`src/rtl/tx_dma_pkg.sv`:
```
`timescale 1ns/1ps
// Package tx_dma_pkg
// Shared register addresses, command bit positions and block size helper
// for the transmit DMA request controller.
package tx_dma_pkg;
    localparam int ADDR_W = 2;

    localparam logic [ADDR_W-1:0] REG_LEN_LO = 2'd0;
    localparam logic [ADDR_W-1:0] REG_LEN_HI = 2'd1;
    localparam logic [ADDR_W-1:0] REG_CMD    = 2'd2;
    localparam logic [ADDR_W-1:0] REG_IRQ    = 2'd3;

    localparam int CMD_GO_BIT  = 0;
    localparam int CMD_EOM_BIT = 1;
    localparam int CMD_THR_LSB = 4;

    // Block size in bytes for a threshold selector: the largest block halved per step.
    function automatic int unsigned blk_of(input logic [1:0] sel, input int unsigned max_blk);
        return max_blk >> sel;
    endfunction
endpackage

```
`src/rtl/tx_dma_regs.sv`:
```
`timescale 1ns/1ps
// Module tx_dma_regs
// Host-facing registers: holds the packet length written as two halves and
// decodes the start command and the interrupt clear strobe.
// Assumes DATA_W < CNT_W <= 2*DATA_W. All writes except the interrupt clear
// are ignored while busy is high.
module tx_dma_regs #(
    parameter int CNT_W  = 16,
    parameter int DATA_W = 8
) (
    input  logic                           clk,
    input  logic                           rst_n,
    input  logic                           wr_en,
    input  logic [tx_dma_pkg::ADDR_W-1:0]  addr,
    input  logic [DATA_W-1:0]              wdata,
    input  logic                           busy,
    output logic [CNT_W-1:0]               pkt_len,
    output logic [1:0]                     go_thr,
    output logic                           go_pulse,
    output logic                           irq_clr
);
    import tx_dma_pkg::*;

    localparam int HI_W = CNT_W - DATA_W;

    logic wr_ok;

    // Host writes count only while no transfer is running.
    always_comb wr_ok = wr_en && !busy;

    // Decode the start command, its block-size selector and the interrupt clear.
    always_comb begin
        go_pulse = wr_ok && (addr == REG_CMD) && wdata[CMD_GO_BIT] && wdata[CMD_EOM_BIT];
        go_thr   = wdata[CMD_THR_LSB +: 2];
        irq_clr  = wr_en && (addr == REG_IRQ) && wdata[0];
    end

    // Store the packet length halves.
    always_ff @(posedge clk) begin
        if (!rst_n) begin
            pkt_len <= '0;
        end else if (wr_ok) begin
            if (addr == REG_LEN_LO) pkt_len[DATA_W-1:0]     <= wdata;
            if (addr == REG_LEN_HI) pkt_len[CNT_W-1:DATA_W] <= wdata[HI_W-1:0];
        end
    end


    len_hold_chk: assert property (@(posedge clk) disable iff (!rst_n)
        $past(busy) |-> $stable(pkt_len));
endmodule

```
`src/rtl/tx_dma_engine.sv`:
```
`timescale 1ns/1ps
// Module tx_dma_engine
// Counts the bytes still owed for the packet, opens blocks only when the FIFO
// can hold a whole block, issues the DMA request and signals the frame end.
// Assumes fifo_free only drops through this block's own pushes, so an opened
// block always fits.
module tx_dma_engine #(
    parameter int CNT_W   = 16,
    parameter int FREE_W  = 6,
    parameter int MAX_BLK = 32
) (
    input  logic              clk,
    input  logic              rst_n,
    input  logic              go,
    input  logic [CNT_W-1:0]  go_len,
    input  logic [1:0]        go_thr,
    input  logic [FREE_W-1:0] fifo_free,
    input  logic              dma_ack,
    output logic              dma_req,
    output logic              fifo_push,
    output logic              busy,
    output logic              frame_end,
    output logic              xfer_done
);
    localparam int BLK_W = $clog2(MAX_BLK + 1);

    logic              active;
    logic [CNT_W-1:0]  rem;
    logic [BLK_W-1:0]  blk_size;
    logic [BLK_W-1:0]  blk_left;
    logic              blk_open;
    logic              room;
    logic              accept;
    logic              last;

    // Request while bytes remain and either a block is open or a new one fits.
    always_comb begin
        blk_open  = (blk_left != '0);
        room      = 32'(fifo_free) >= 32'(blk_size);
        dma_req   = active && (rem != '0) && (blk_open || room);
        accept    = dma_req && dma_ack;
        last      = accept && (rem == CNT_W'(1));
        fifo_push = accept;
        xfer_done = last || (go && !active && (go_len == '0));
        busy      = active;
    end

    // Load a new transfer, then step the packet and block counters per byte.
    always_ff @(posedge clk) begin
        if (!rst_n) begin
            active    <= 1'b0;
            rem       <= '0;
            blk_size  <= '0;
            blk_left  <= '0;
            frame_end <= 1'b0;
        end else begin
            frame_end <= last;
            if (go && !active) begin
                if (go_len != '0) begin
                    active   <= 1'b1;
                    rem      <= go_len;
                    blk_size <= BLK_W'(tx_dma_pkg::blk_of(go_thr, MAX_BLK));
                    blk_left <= '0;
                end
            end else if (accept) begin
                rem      <= rem - CNT_W'(1);
                blk_left <= (blk_open ? blk_left : blk_size) - BLK_W'(1);
                if (last) begin
                    active   <= 1'b0;
                    blk_left <= '0;
                end
            end
        end
    end


    rem_step_chk: assert property (@(posedge clk) disable iff (!rst_n)
        (accept && !last) |=> (rem == $past(rem) - CNT_W'(1)));


    req_after_last_chk: assert property (@(posedge clk) disable iff (!rst_n)
        last |=> !dma_req);


    frame_end_pulse_chk: assert property (@(posedge clk) disable iff (!rst_n)
        frame_end |=> !frame_end);


    blk_bound_chk: assert property (@(posedge clk) disable iff (!rst_n)
        blk_left <= blk_size);
endmodule

```
`src/rtl/tx_dma_req_ctrl.sv`:
```
`timescale 1ns/1ps
// Module tx_dma_req_ctrl (top)
// Transmit DMA request controller: the host programs a length and starts the
// transfer, the engine paces the DMA controller in blocks, and a sticky
// interrupt marks the end of each transfer.
// Assumes the FIFO reports its free space in bytes every cycle.
module tx_dma_req_ctrl #(
    parameter int CNT_W      = 16,
    parameter int DATA_W     = 8,
    parameter int FIFO_DEPTH = 32,
    parameter int MAX_BLK    = 32,
    parameter int FREE_W     = $clog2(FIFO_DEPTH + 1)
) (
    input  logic                          clk,
    input  logic                          rst_n,
    input  logic                          host_wr,
    input  logic [tx_dma_pkg::ADDR_W-1:0] host_addr,
    input  logic [DATA_W-1:0]             host_wdata,
    input  logic [FREE_W-1:0]             fifo_free,
    input  logic                          dma_ack,
    output logic                          dma_req,
    output logic                          fifo_push,
    output logic                          busy,
    output logic                          frame_end,
    output logic                          irq_xfer_end
);
    logic [CNT_W-1:0] pkt_len;
    logic [1:0]       go_thr;
    logic             go_pulse;
    logic             irq_clr;
    logic             xfer_done;

    tx_dma_regs #(.CNT_W(CNT_W), .DATA_W(DATA_W)) regs_i (
        .clk      (clk),
        .rst_n    (rst_n),
        .wr_en    (host_wr),
        .addr     (host_addr),
        .wdata    (host_wdata),
        .busy     (busy),
        .pkt_len  (pkt_len),
        .go_thr   (go_thr),
        .go_pulse (go_pulse),
        .irq_clr  (irq_clr)
    );

    tx_dma_engine #(.CNT_W(CNT_W), .FREE_W(FREE_W), .MAX_BLK(MAX_BLK)) engine_i (
        .clk       (clk),
        .rst_n     (rst_n),
        .go        (go_pulse),
        .go_len    (pkt_len),
        .go_thr    (go_thr),
        .fifo_free (fifo_free),
        .dma_ack   (dma_ack),
        .dma_req   (dma_req),
        .fifo_push (fifo_push),
        .busy      (busy),
        .frame_end (frame_end),
        .xfer_done (xfer_done)
    );

    // Sticky end-of-transfer flag: set on completion, cleared by write-one, set wins.
    always_ff @(posedge clk) begin
        if (!rst_n)         irq_xfer_end <= 1'b0;
        else if (xfer_done) irq_xfer_end <= 1'b1;
        else if (irq_clr)   irq_xfer_end <= 1'b0;
    end


    irq_sticky_chk: assert property (@(posedge clk) disable iff (!rst_n)
        (irq_xfer_end && !irq_clr) |=> irq_xfer_end);


    frame_end_irq_chk: assert property (@(posedge clk) disable iff (!rst_n)
        frame_end |-> (irq_xfer_end && !busy));


    zero_len_chk: assert property (@(posedge clk) disable iff (!rst_n)
        (go_pulse && pkt_len == '0) |=> (!busy && irq_xfer_end && !frame_end));


    idle_no_req_chk: assert property (@(posedge clk) disable iff (!rst_n)
        !busy |-> !dma_req);
endmodule

```
`config.mk`:
```
export PLATFORM = sky130hd
export DESIGN_NAME = tx_dma_req_ctrl
export DESIGN_NICKNAME = d
export VERILOG_FILES = /design/src/rtl/tx_dma_pkg.sv /design/src/rtl/tx_dma_regs.sv /design/src/rtl/tx_dma_engine.sv /design/src/rtl/tx_dma_req_ctrl.sv
export SDC_FILE = /design/constraint.sdc
export NUM_CORES = 1
export LEC_CHECK = 0
export BUFFER_PORTS_ARGS = -buffer_cell sky130_fd_sc_hd__clkbuf_2
export CORE_MARGIN = 1
export CORE_UTILIZATION = 45
export CTS_CLUSTER_DIAMETER = 40
export DETAILED_ROUTE_END_ITERATION = 8
export PLACE_DENSITY = 0.66
export SYNTH_ARGS = -nofsm -noshare
export SYNTH_HDL_FRONTEND = slang
export SYNTH_SLANG_ARGS = --single-unit
```
`constraint.sdc`:
```
create_clock -name clk -period 2.7 [get_ports clk]
set_clock_uncertainty 0.15 [all_clocks]
set_input_delay 0.405 -clock clk [delete_from_list [all_inputs] [get_ports clk]]
set_output_delay 0.405 -clock clk [all_outputs]
set_load 0.005 [all_outputs]
```
### Word level (Yosys, flattened, before mapping)

Cells that the tools add are included.
Widths: inputs -> output; s select.

| cells by class | value |
|---|---|
| add/subtract/negate cells | 2 |
| magnitude comparators | 1 |
| equal/unequal tests | 5 |
| shift-type cells | 1 |
| multiplexer cells | 14 |
| reduce and logical (&&, ||, !) cells | 28 |

Operators by type and width:

| kind | number |
|---|---|
| $mux 16 | 3 |
| $reduce_bool 16->1 | 2 |
| $mux 6 | 5 |
| $eq 16x1->1 const B | 1 |
| $logic_not 16->1 | 1 |
| $sub 16x1->16 const B | 1 |
| $logic_and 1x1->1 | 12 |
| $reduce_and 2->1 | 4 |
| $ge 6x6->1 | 1 |
| $mux 1 | 6 |
| $reduce_bool 2->1 | 3 |
| $reduce_bool 6->1 | 1 |
| $shr 6x2->6 const A | 1 |
| $sub 6x1->6 const B | 1 |
| $eq 2x2->1 const B | 2 |
| $reduce_and 3->1 | 1 |
| $eq 2x1->1 const B | 1 |
| $logic_not 2->1 | 1 |
| $logic_or 1x1->1 | 2 |
| $ne 2x2->1 const B | 1 |
| $logic_not 1->1 | 1 |

| word-level totals | value |
|---|---|
| register bits after elaboration | 47 |
| bits of input ports | 20 |
| output and inout bits | 5 |

### Longest topological paths before layout

Gate-level depths: netlist of the first run.

| logic depth | value |
|---|---|
| depth after elaboration | 9 |
| mapped depth | 10 |
| gate-level depth less buffers | 8 |

### Hierarchy

Synthesis of the first run repeated with hierarchy kept, for this count alone.

| unflattened totals | value |
|---|---|
| cells, all modules | 313 |
| area total of the unflattened synthesis | 2585.0 sq um |

Modules (own cells, without submodules):

| module | times used | cells an instance | area an instance (sq um) | seq. area each (sq um) |
|---|---|---|---|---|
| tx_dma_engine | 1 | 243 | 1868.0 | 560.5 |
| tx_dma_regs | 1 | 67 | 675.6 | 320.3 |
| tx_dma_req_ctrl | 1 | 3 | 41.3 | 20.0 |

### Least setup slack after synthesis of the first run

No wires, ideal clock.

| path | value |
|---|---|
| path type | register to register |
| start point | reg engine_i.rem[0] |
| end point | reg engine_i.rem[12] |
| library setup time | 0.140 ns |
| data arrival time | 2.261 ns |
| required time | 2.410 ns |
| path slack | 0.150 ns |
| stages on the path, launching flop included | 11 |
| period minus slack after synthesis | 2.550 ns |
| cell sequence | dfxtp_1 > inv_1 > ha_1 > or3b_2 > buf_2 > o41a_1 > o311ai_4 > inv_4 > nor2_4 > buf_6 > a221oi_1 |

| on the way | value |
|---|---|
| word-level cells in the longest chain between the ends | 6 |
| elaborated cells on any way between the ends | 9 |
| those cells by class | add/sub: 1; mux: 2; reduce/logical: 6 |

RTL lines:

| element | line | text |
|---|---|---|
| start: declaration | tx_dma_engine.sv:28 | `logic [CNT_W-1:0] rem;` |
| start signal: assignment | tx_dma_engine.sv:61 | `rem <= go_len;` |
| start signal: assignment | tx_dma_engine.sv:66 | `rem <= rem - CNT_W'(1);` |
| $reduce_bool 16->1 | tx_dma_engine.sv:40 | `dma_req = active && (rem != '0) && (blk_open \|\| room);` |
| $logic_and 1x1->1 (2 in series) | tx_dma_engine.sv:40 |  |
| $logic_and 1x1->1 | tx_dma_engine.sv:41 | `accept = dma_req && dma_ack;` |
| via fifo_push | tx_dma_req_ctrl.sv:22 | `output logic fifo_push,` |
| $reduce_bool 2->1 (no source line) | n/a |  |
| $reduce_and 2->1 (no source line) | n/a |  |

The timed path passes the listed nets, and every way through them passes these cells. The select of a mux whose other input is x is not followed.
A chain may end at the register's enable or synchronous reset.

### Worst setup path in the final report of the first run

| path | value |
|---|---|
| start point | reg engine_i.rem[4] |
| end point | out dma_req |

| on the way | value |
|---|---|
| word-level cells in the longest chain between the ends | 3 |

RTL lines:

| element | line | text |
|---|---|---|
| $reduce_bool 16->1 | tx_dma_engine.sv:40 |  |
| $logic_and 1x1->1 (2 in series) | tx_dma_engine.sv:40 |  |
| end: declaration | tx_dma_req_ctrl.sv:21 | `output logic dma_req,` |

No other way between the ends.

==> flow_summary.toml, run 1 <==
[status]
status = "complete, no violations"

[worst_setup_path]
critical_path_arrival_ns = 2.08
worst_setup_path_end_kind = "primary output"
crit_required_ns = 2.14
worst-r2r-cell-count = 7
critical_path.cell_chain = "or4_1 -> o41a_1 -> buf_4 -> o31a_1 -> clkbuf_2"
worst_path_largest_cell_delay_ns = 0.56
r2r_end = "engine_i.rem[5]$_SDFFE_PN0P_"
timing.critical_path.slowest_stage_cell = "or4_1"
rrSetupSlack_ns = 0.19
worstReg2RegStart = "engine_i.rem[4]$_SDFFE_PN0P_"
crit_path_start_kind = "flop"
setup_cp_type = "flop to primary output"
timing.critical_path.fanout_max = 2

[clocking]
tritoncts.num_buffers = 5
insertion_delay_ns = 0.30
cts-root-buf = "clkbuf_8"
tritoncts = "done"
tritoncts_num_sinks = 45
path_clk_slew_ns = 0.09
clock_tree.htree_level_count = 2
cts_max_path_buffers = 2

[drt]
wirelength_met1_um = 3071
via_per_inst = 5.875
wl_met2_um = 2873
post_drt_wl_per_cell_um = 15.16
detail_route.iter0.violations = 217
vias = 2438
met3_length_um = 311
routed_wl_um = 6290
drt-pass1-iter-count = 5
route.top_layer_used = "met4"
postRouteAntennaNets = 0
post-route-drc-count = 0

[synthesis]
synth_async_sr_flop_share_pct = 0
netlist_instances = 309
post_synth_num_cell_types = 55
synth-edff-count = 0
post_synth_main_area_contributors = "dfxtp_1 (36%), a21oi_1 (6.6%), nand2_1 (6.3%)"
yosysWarnings = 0
flip_flop_and_latch_count_after_synthesis = 45
postSynthNetCount = 336
synth_top_area_cell = "dfxtp_1"
avgSynthCellArea_um2 = 8.147
fraction_of_the_yosys_area_taken_by_sequential_cells_pct = 35.79
synth_top_cell_area_share_pct = 35.79
netlist_area_um2 = 2517
synth_top_flop_cell = "dfxtp_1"

[layout]
flow.area_growth_from_synthesis_pct = 16.90
area_occupied_by_multi_input_gates_um2 = 1490
fin_nets = 371
fillerInstances = 498
regArea_um2 = 900.9
share_of_final_layout_standard_cells_stronger_than_drive_strength_1_pct = 20.29
antennaDiodeCount = 0
mostFrequentLayoutCells = "dfxtp_1 (45), nand2_1 (42), a21oi_1 (33)"
most_frequent_standard_cell_in_the_layout_excluding_fill_and_tap_cells = "dfxtp_1"

[pwr]
power_share_of_the_sequential_group_pct = 48.7
power.internal_mw = 1.046
switching_power_uw = 375.6
clkPwrFrac_pct = 36.6
leakage_nw = 1.160
power_density_nw_per_um2 = 483.2
power.ir.vdd_worst_mv = 0.3349
combinationalPowerShare_pct = 14.7
switching_fraction_of_total_power_pct = 26.41

[placed_design]
gp_congestion = 0.8652
placement.setup.worst_slack_ns = 0.03800
hpwlAfterDp_um = 4538
buffer_ports.inserted = 22

[sta]
grt_setup_unrepaired = "false"
fin_hold_ws_ns = 0.1907
period_needed_ns = 2.635
layout_setup_ws_ns = 0.06515
timing_max_transition_violations_final = 0
finalHoldViolations = 0
tightestPinTransition_ns = 0.7173
final.setup.tns_ns = 0
f_max_mhz = 379.5
max_slew_margin_pct = 52.18
timing.final.setup_violations = 0
period_share_pct = 97.59

[worst_hold_path]
holdPathStages = 3
hold_path.startpoint = "host_wdata[7]"
timing.hold.worst.class = "input port to flop"
min_to = "regs_i.pkt_len[7]$_SDFFE_PN0P_"

[global_routing]
grt_max_degree = 38
grt_use_total_pct = 22.74
grt_first_pass_wirelength_um = 10810
antenna_violations_before_repair = 0
grt_pass1_vias = 2224
grt.overflow.total = 0

[floorplanning]
die-width_um = 76.80
die_height_um = 76.80
floorplan.initialDensity_pct = 48.06
floorplan.die_area_um2 = 5897
floorplan.rows = 26
floorplan_core_area_um2 = 5238
num_ports = 25

[flow_run]
max_cap_viol_count = 0
==> state kept, by name, indices dropped and copies added, names as in the netlist <==
name / count
engine_i.rem: 16
engine_i.busy: 1
regs_i.pkt_len: 16
irq_xfer_end: 1
engine_i.frame_end: 1
engine_i.blk_left: 6
engine_i.blk_size: 4
==> synth_stat cells, drive strengths merged, types with 2 or more instances <==
| master | instances |
|---|---|
| or4 | 4 |
| a22o | 2 |
| nor3 | 7 |
| xnor2 | 4 |
| nand2 | 42 |
| nor4 | 11 |
| nand2b | 2 |
| buf | 5 |
| o22ai | 4 |
| inv | 15 |
| ha | 7 |
| mux2i | 9 |
| and2 | 4 |
| a21boi | 2 |
| a21oi | 33 |
| a221oi | 2 |
| nand3 | 12 |
| o21ai | 10 |
| clkbuf | 13 |
| a31oi | 2 |
| a22oi | 2 |
| nor3b | 4 |
| or3 | 4 |
| o21a | 4 |
| nand3b | 3 |
| o31a | 2 |
| o31ai | 3 |
| o32ai | 5 |
| nand4 | 7 |
| nor2 | 22 |
| o41ai | 2 |
| dfxtp | 45 |
==> critical path, delay by kind of cell (launching register included) <==
family,cells,cell delay [ns]
compound gates,2,0.62
simple gates,1,0.56
flops,1,0.32
buf+inv,2,0.28
==> how the worst max path moves through the flow <==
stage / from / to / slack [ns] / cells after the start
after global placement: engine_i.rem[0]$_SDFFE_PN0P_ / engine_i.rem[10]$_SDFFE_PN0P_ / 0.08 / 8
after global routing: engine_i.rem[4]$_SDFFE_PN0P_ / dma_req / 0.02 / 5
after detailed placement: engine_i.rem[1]$_SDFFE_PN0P_ / engine_i.rem[10]$_SDFFE_PN0P_ / 0.04 / 8
after floorplan: engine_i.rem[0]$_SDFFE_PN0P_ / engine_i.rem[12]$_SDFFE_PN0P_ / 0.15 / 10
final: engine_i.rem[4]$_SDFFE_PN0P_ / dma_req / 0.07 / 5
after CTS: engine_i.rem[9]$_SDFFE_PN0P_ / dma_req / 0.06 / 5
==> per-stage QoR <==
| stage | total power [mW] | instances | instance area (um^2) | util, % |
|---|---|---|---|---|
| after CTS | 1.431 | 415 | 2933 | 56.00 |
| after floorplan | 0.8458 | 309 | 2517 | - |
| after detailed placement | 0.9125 | 405 | 2798 | 53.42 |
| after global routing | 1.493 | 415 | 2943 | 56.19 |
| after global placement | 0.9093 | 405 | 2798 | 53.42 |
| final | 1.422 | 415 | 2943 | 56.19 |
==> cells by family after synthesis <==
family | count (synthesis) | synth area share, %
simple gates | 126 | 26.19
compound gates | 84 | 23.26
flops | 45 | 35.79
buf+inv | 33 | 5.964
mux | 9 | 3.579
fa+ha+maj | 7 | 3.479
xor+xnor | 5 | 1.739
==> per-layer routing <==
layer	vias up	global-route usage [%]
met5	-	0
met4	0	5.385
met3	4	4.048
met2	62	35.71
met1	1166	32.02
li1	1206	-
==> cell type report <==
| class | instances | share of cell area [%] |
|---|---|---|
| Multi-Input combinational cell | 231 | 50.64 |
| Clock inverter | 3 | 1.573 |
| Inverter | 15 | 1.998 |
| Tap cell | 70 | 2.976 |
| Sequential cell | 45 | 30.61 |
| Timing Repair Buffer | 46 | 9.864 |
| Clock buffer | 5 | 2.338 |
==> power by group through the flow <==
stage	clock network, mW	registers, mW	logic [mW]
floorplan	0	0.704	0.142
global route	0.565	0.695	0.233
CTS	0.531	0.692	0.207
finish	0.520	0.693	0.209
global placement	0	0.707	0.202
detailed placement	0	0.708	0.205
==> what timing repair did <==
action	in CTS	in global routing
gates resized for setup	3	2
setup endpoints to repair	1	2
hold endpoints to repair	0	0
hold buffers	0	0
buffers inserted	2	0
pin swaps	3	1
Power figures use the tool's default switching activity.
==> run 2: changes to the inputs <==
PLACE_DENSITY = 0.77   (was 0.66)
==> run 2 against run 1 <==
Final cell count shrank 0.48%. Sequential power about the same. Via count rose by 2.7%. Setup slack better by 0.0033 ns. Critical endpoint is now fifo_push.
==> flow_summary.toml, run 2 (synthesis results as in run 1) <==
[drt]
detail_route.iter0.violations = 270
drt-pass1-iter-count = 5
via_per_inst = 6.065
routed_wl_um = 6506
post_drt_wl_per_cell_um = 15.75
postRouteAntennaNets = 0
vias = 2505
post-route-drc-count = 0

[global_routing]
grt.overflow.total = 0
antenna_violations_before_repair = 0
grt_pass1_vias = 2223
grt_max_degree = 38
grt_first_pass_wirelength_um = 10750
grt_use_total_pct = 22.80

[sta]
layout_setup_ws_ns = 0.06848
max_slew_margin_pct = 45.39
period_needed_ns = 2.632
period_share_pct = 97.46
grt_setup_unrepaired = "false"
finalHoldViolations = 0
timing.final.setup_violations = 0
final.setup.tns_ns = 0
tightestPinTransition_ns = 0.8128
timing_max_transition_violations_final = 0
f_max_mhz = 380.0

[floorplanning]
floorplan.die_area_um2 = 5897
floorplan.initialDensity_pct = 48.06
num_ports = 25
die-width_um = 76.80
die_height_um = 76.80
floorplan.rows = 26
floorplan_core_area_um2 = 5238

[worst_setup_path]
setup.worst_path.end = "fifo_push"
cp_num_buf_inv = 2
critical_path.cell_chain = "or4_1 -> o41a_1 -> o311ai_4 -> inv_4 -> clkbuf_2"
r2r_end = "engine_i.rem[5]$_SDFFE_PN0P_"
worst_path_largest_cell_delay_ns = 0.59
crit_required_ns = 2.14
timing.critical_path.slowest_stage_cell = "or4_1"
critical_path.top_delay_family = "compound AO/OA/AOI/OAI gates"
worstReg2RegStart = "engine_i.rem[5]$_SDFFE_PN0P_"
worst_setup_path_startpoint = "engine_i.rem[5]$_SDFFE_PN0P_"
worst_setup_path_end_kind = "primary output"
cp.depth = 5
crit_path_start_kind = "flop"
setup_cp_type = "flop to primary output"
worst-r2r-cell-count = 7
timing.critical_path.fanout_max = 7
critical_path_arrival_ns = 2.08
rrSetupSlack_ns = 0.08

[layout]
fillerInstances = 472
share_of_final_layout_standard_cells_stronger_than_drive_strength_1_pct = 19.53
most_frequent_standard_cell_in_the_layout_excluding_fill_and_tap_cells = "dfxtp_1"
biggestRegsByFlops = "engine_i.rem x16, regs_i.pkt_len x16, engine_i.blk_left x6"
fin_nets = 369
flow.area_growth_from_synthesis_pct = 16.00
mostFrequentLayoutCells = "dfxtp_1 (43), nand2_1 (42), a21oi_1 (33)"
antennaDiodeCount = 0

[pwr]
clkPwrFrac_pct = 31.1
power_density_nw_per_um2 = 447.0
switching_power_uw = 352.9
power.internal_uw = 952.5
switching_fraction_of_total_power_pct = 27.04
power_share_of_the_sequential_group_pct = 53.1
combinationalPowerShare_pct = 15.9
power.ir.vdd_worst_mv = 0.3155
leakage_nw = 1.146

[clocking]
cts_max_path_buffers = 2
cts-root-buf = "clkbuf_8"
clock_tree.htree_level_count = 2
tritoncts_num_sinks = 45
holdBufCountCts = 0
tritoncts.num_buffers = 5
tritoncts = "done"
path_clk_slew_ns = 0.09
insertion_delay_ns = 0.30

[placed_design]
buffer_ports.inserted = 22
hpwlAfterDp_um = 4624
placement.setup.worst_slack_ns = 0.04671
gp_congestion = 0.8899

[worst_hold_path]
timing.hold.worst.class = "input port to flop"

[status]
status = "complete, no violations"

[flow_run]
max_cap_viol_count = 0
-- run 2: worst min-delay path, stage by stage --
cell      delay, ns
clkbuf_2       0.09
nand2_1        0.05
a21oi_1        0.05
-- run 2: metal layers --
metal / vias up / part of all wire, % / GRT usage [%]
met3: 13 / 5.5 / 4.405
met5: - / 0 / 0
li1: 1207 / - / -
met4: 0 / 2.1 / 8.846
met2: 94 / 46 / 36.16
met1: 1191 / 46 / 30.29
-- run 2: final cells by class --
class                      instances  area (um^2)  share of cell area [%]
clock buffer                       8        80.08                   2.742
multi-input combinational        231         1490                   51.03
sequential                        45        903.4                   30.93
tap                               70        87.58                   2.999
timing repair buffer              44        300.3                   10.28
inverter                          15        58.81                   2.014
-- run 2: through the flow --
stage / cells / util, % / power [mW] / area [um^2] / hold slack, ns
floorplan: 309 / - / 0.8458 / 2517 / 0.2970
global placement: 401 / 53.32 / 0.9031 / 2793 / 0.3122
detailed placement: 401 / 53.32 / 0.9098 / 2793 / 0.3155
CTS: 410 / 54.99 / 1.304 / 2880 / 0.1846
global route: 413 / 55.76 / 1.364 / 2920 / 0.1918
finish: 413 / 55.76 / 1.305 / 2920 / 0.1917
-- run 2: how the worst min path moves through the flow --
stage / to / slack (ns) / startpoint / depth (start not counted)
2_1_floorplan: engine_i.rem[15]$_SDFFE_PN0P_ / 0.30 / engine_i.rem[15]$_SDFFE_PN0P_ / 2
3_3_place_gp: regs_i.pkt_len[4]$_SDFFE_PN0P_ / 0.31 / regs_i.pkt_len[4]$_SDFFE_PN0P_ / 2
3_5_place_dp: regs_i.pkt_len[4]$_SDFFE_PN0P_ / 0.32 / regs_i.pkt_len[4]$_SDFFE_PN0P_ / 2
4_1_cts: regs_i.pkt_len[6]$_SDFFE_PN0P_ / 0.18 / host_wdata[6] / 3
5_1_grt: regs_i.pkt_len[3]$_SDFFE_PN0P_ / 0.19 / host_wdata[3] / 3
6_report: regs_i.pkt_len[6]$_SDFFE_PN0P_ / 0.19 / host_wdata[6] / 3
-- run 2: what timing repair did --
action,4_1_cts,5_1_grt
buffers inserted,1,3
resized for setup,0,7
cloned,0,0
pin swaps,2,3
endpoints found under the setup margin,2,3
-- run 2: power groups by stage --
stage / Clock [mW] / Sequential [mW] / Combinational, mW
2_1_floorplan: 0 / 0.704 / 0.142
3_3_place_gp: 0 / 0.707 / 0.196
3_5_place_dp: 0 / 0.708 / 0.202
4_1_cts: 0.408 / 0.693 / 0.203
5_1_grt: 0.443 / 0.695 / 0.226
6_report: 0.405 / 0.693 / 0.207
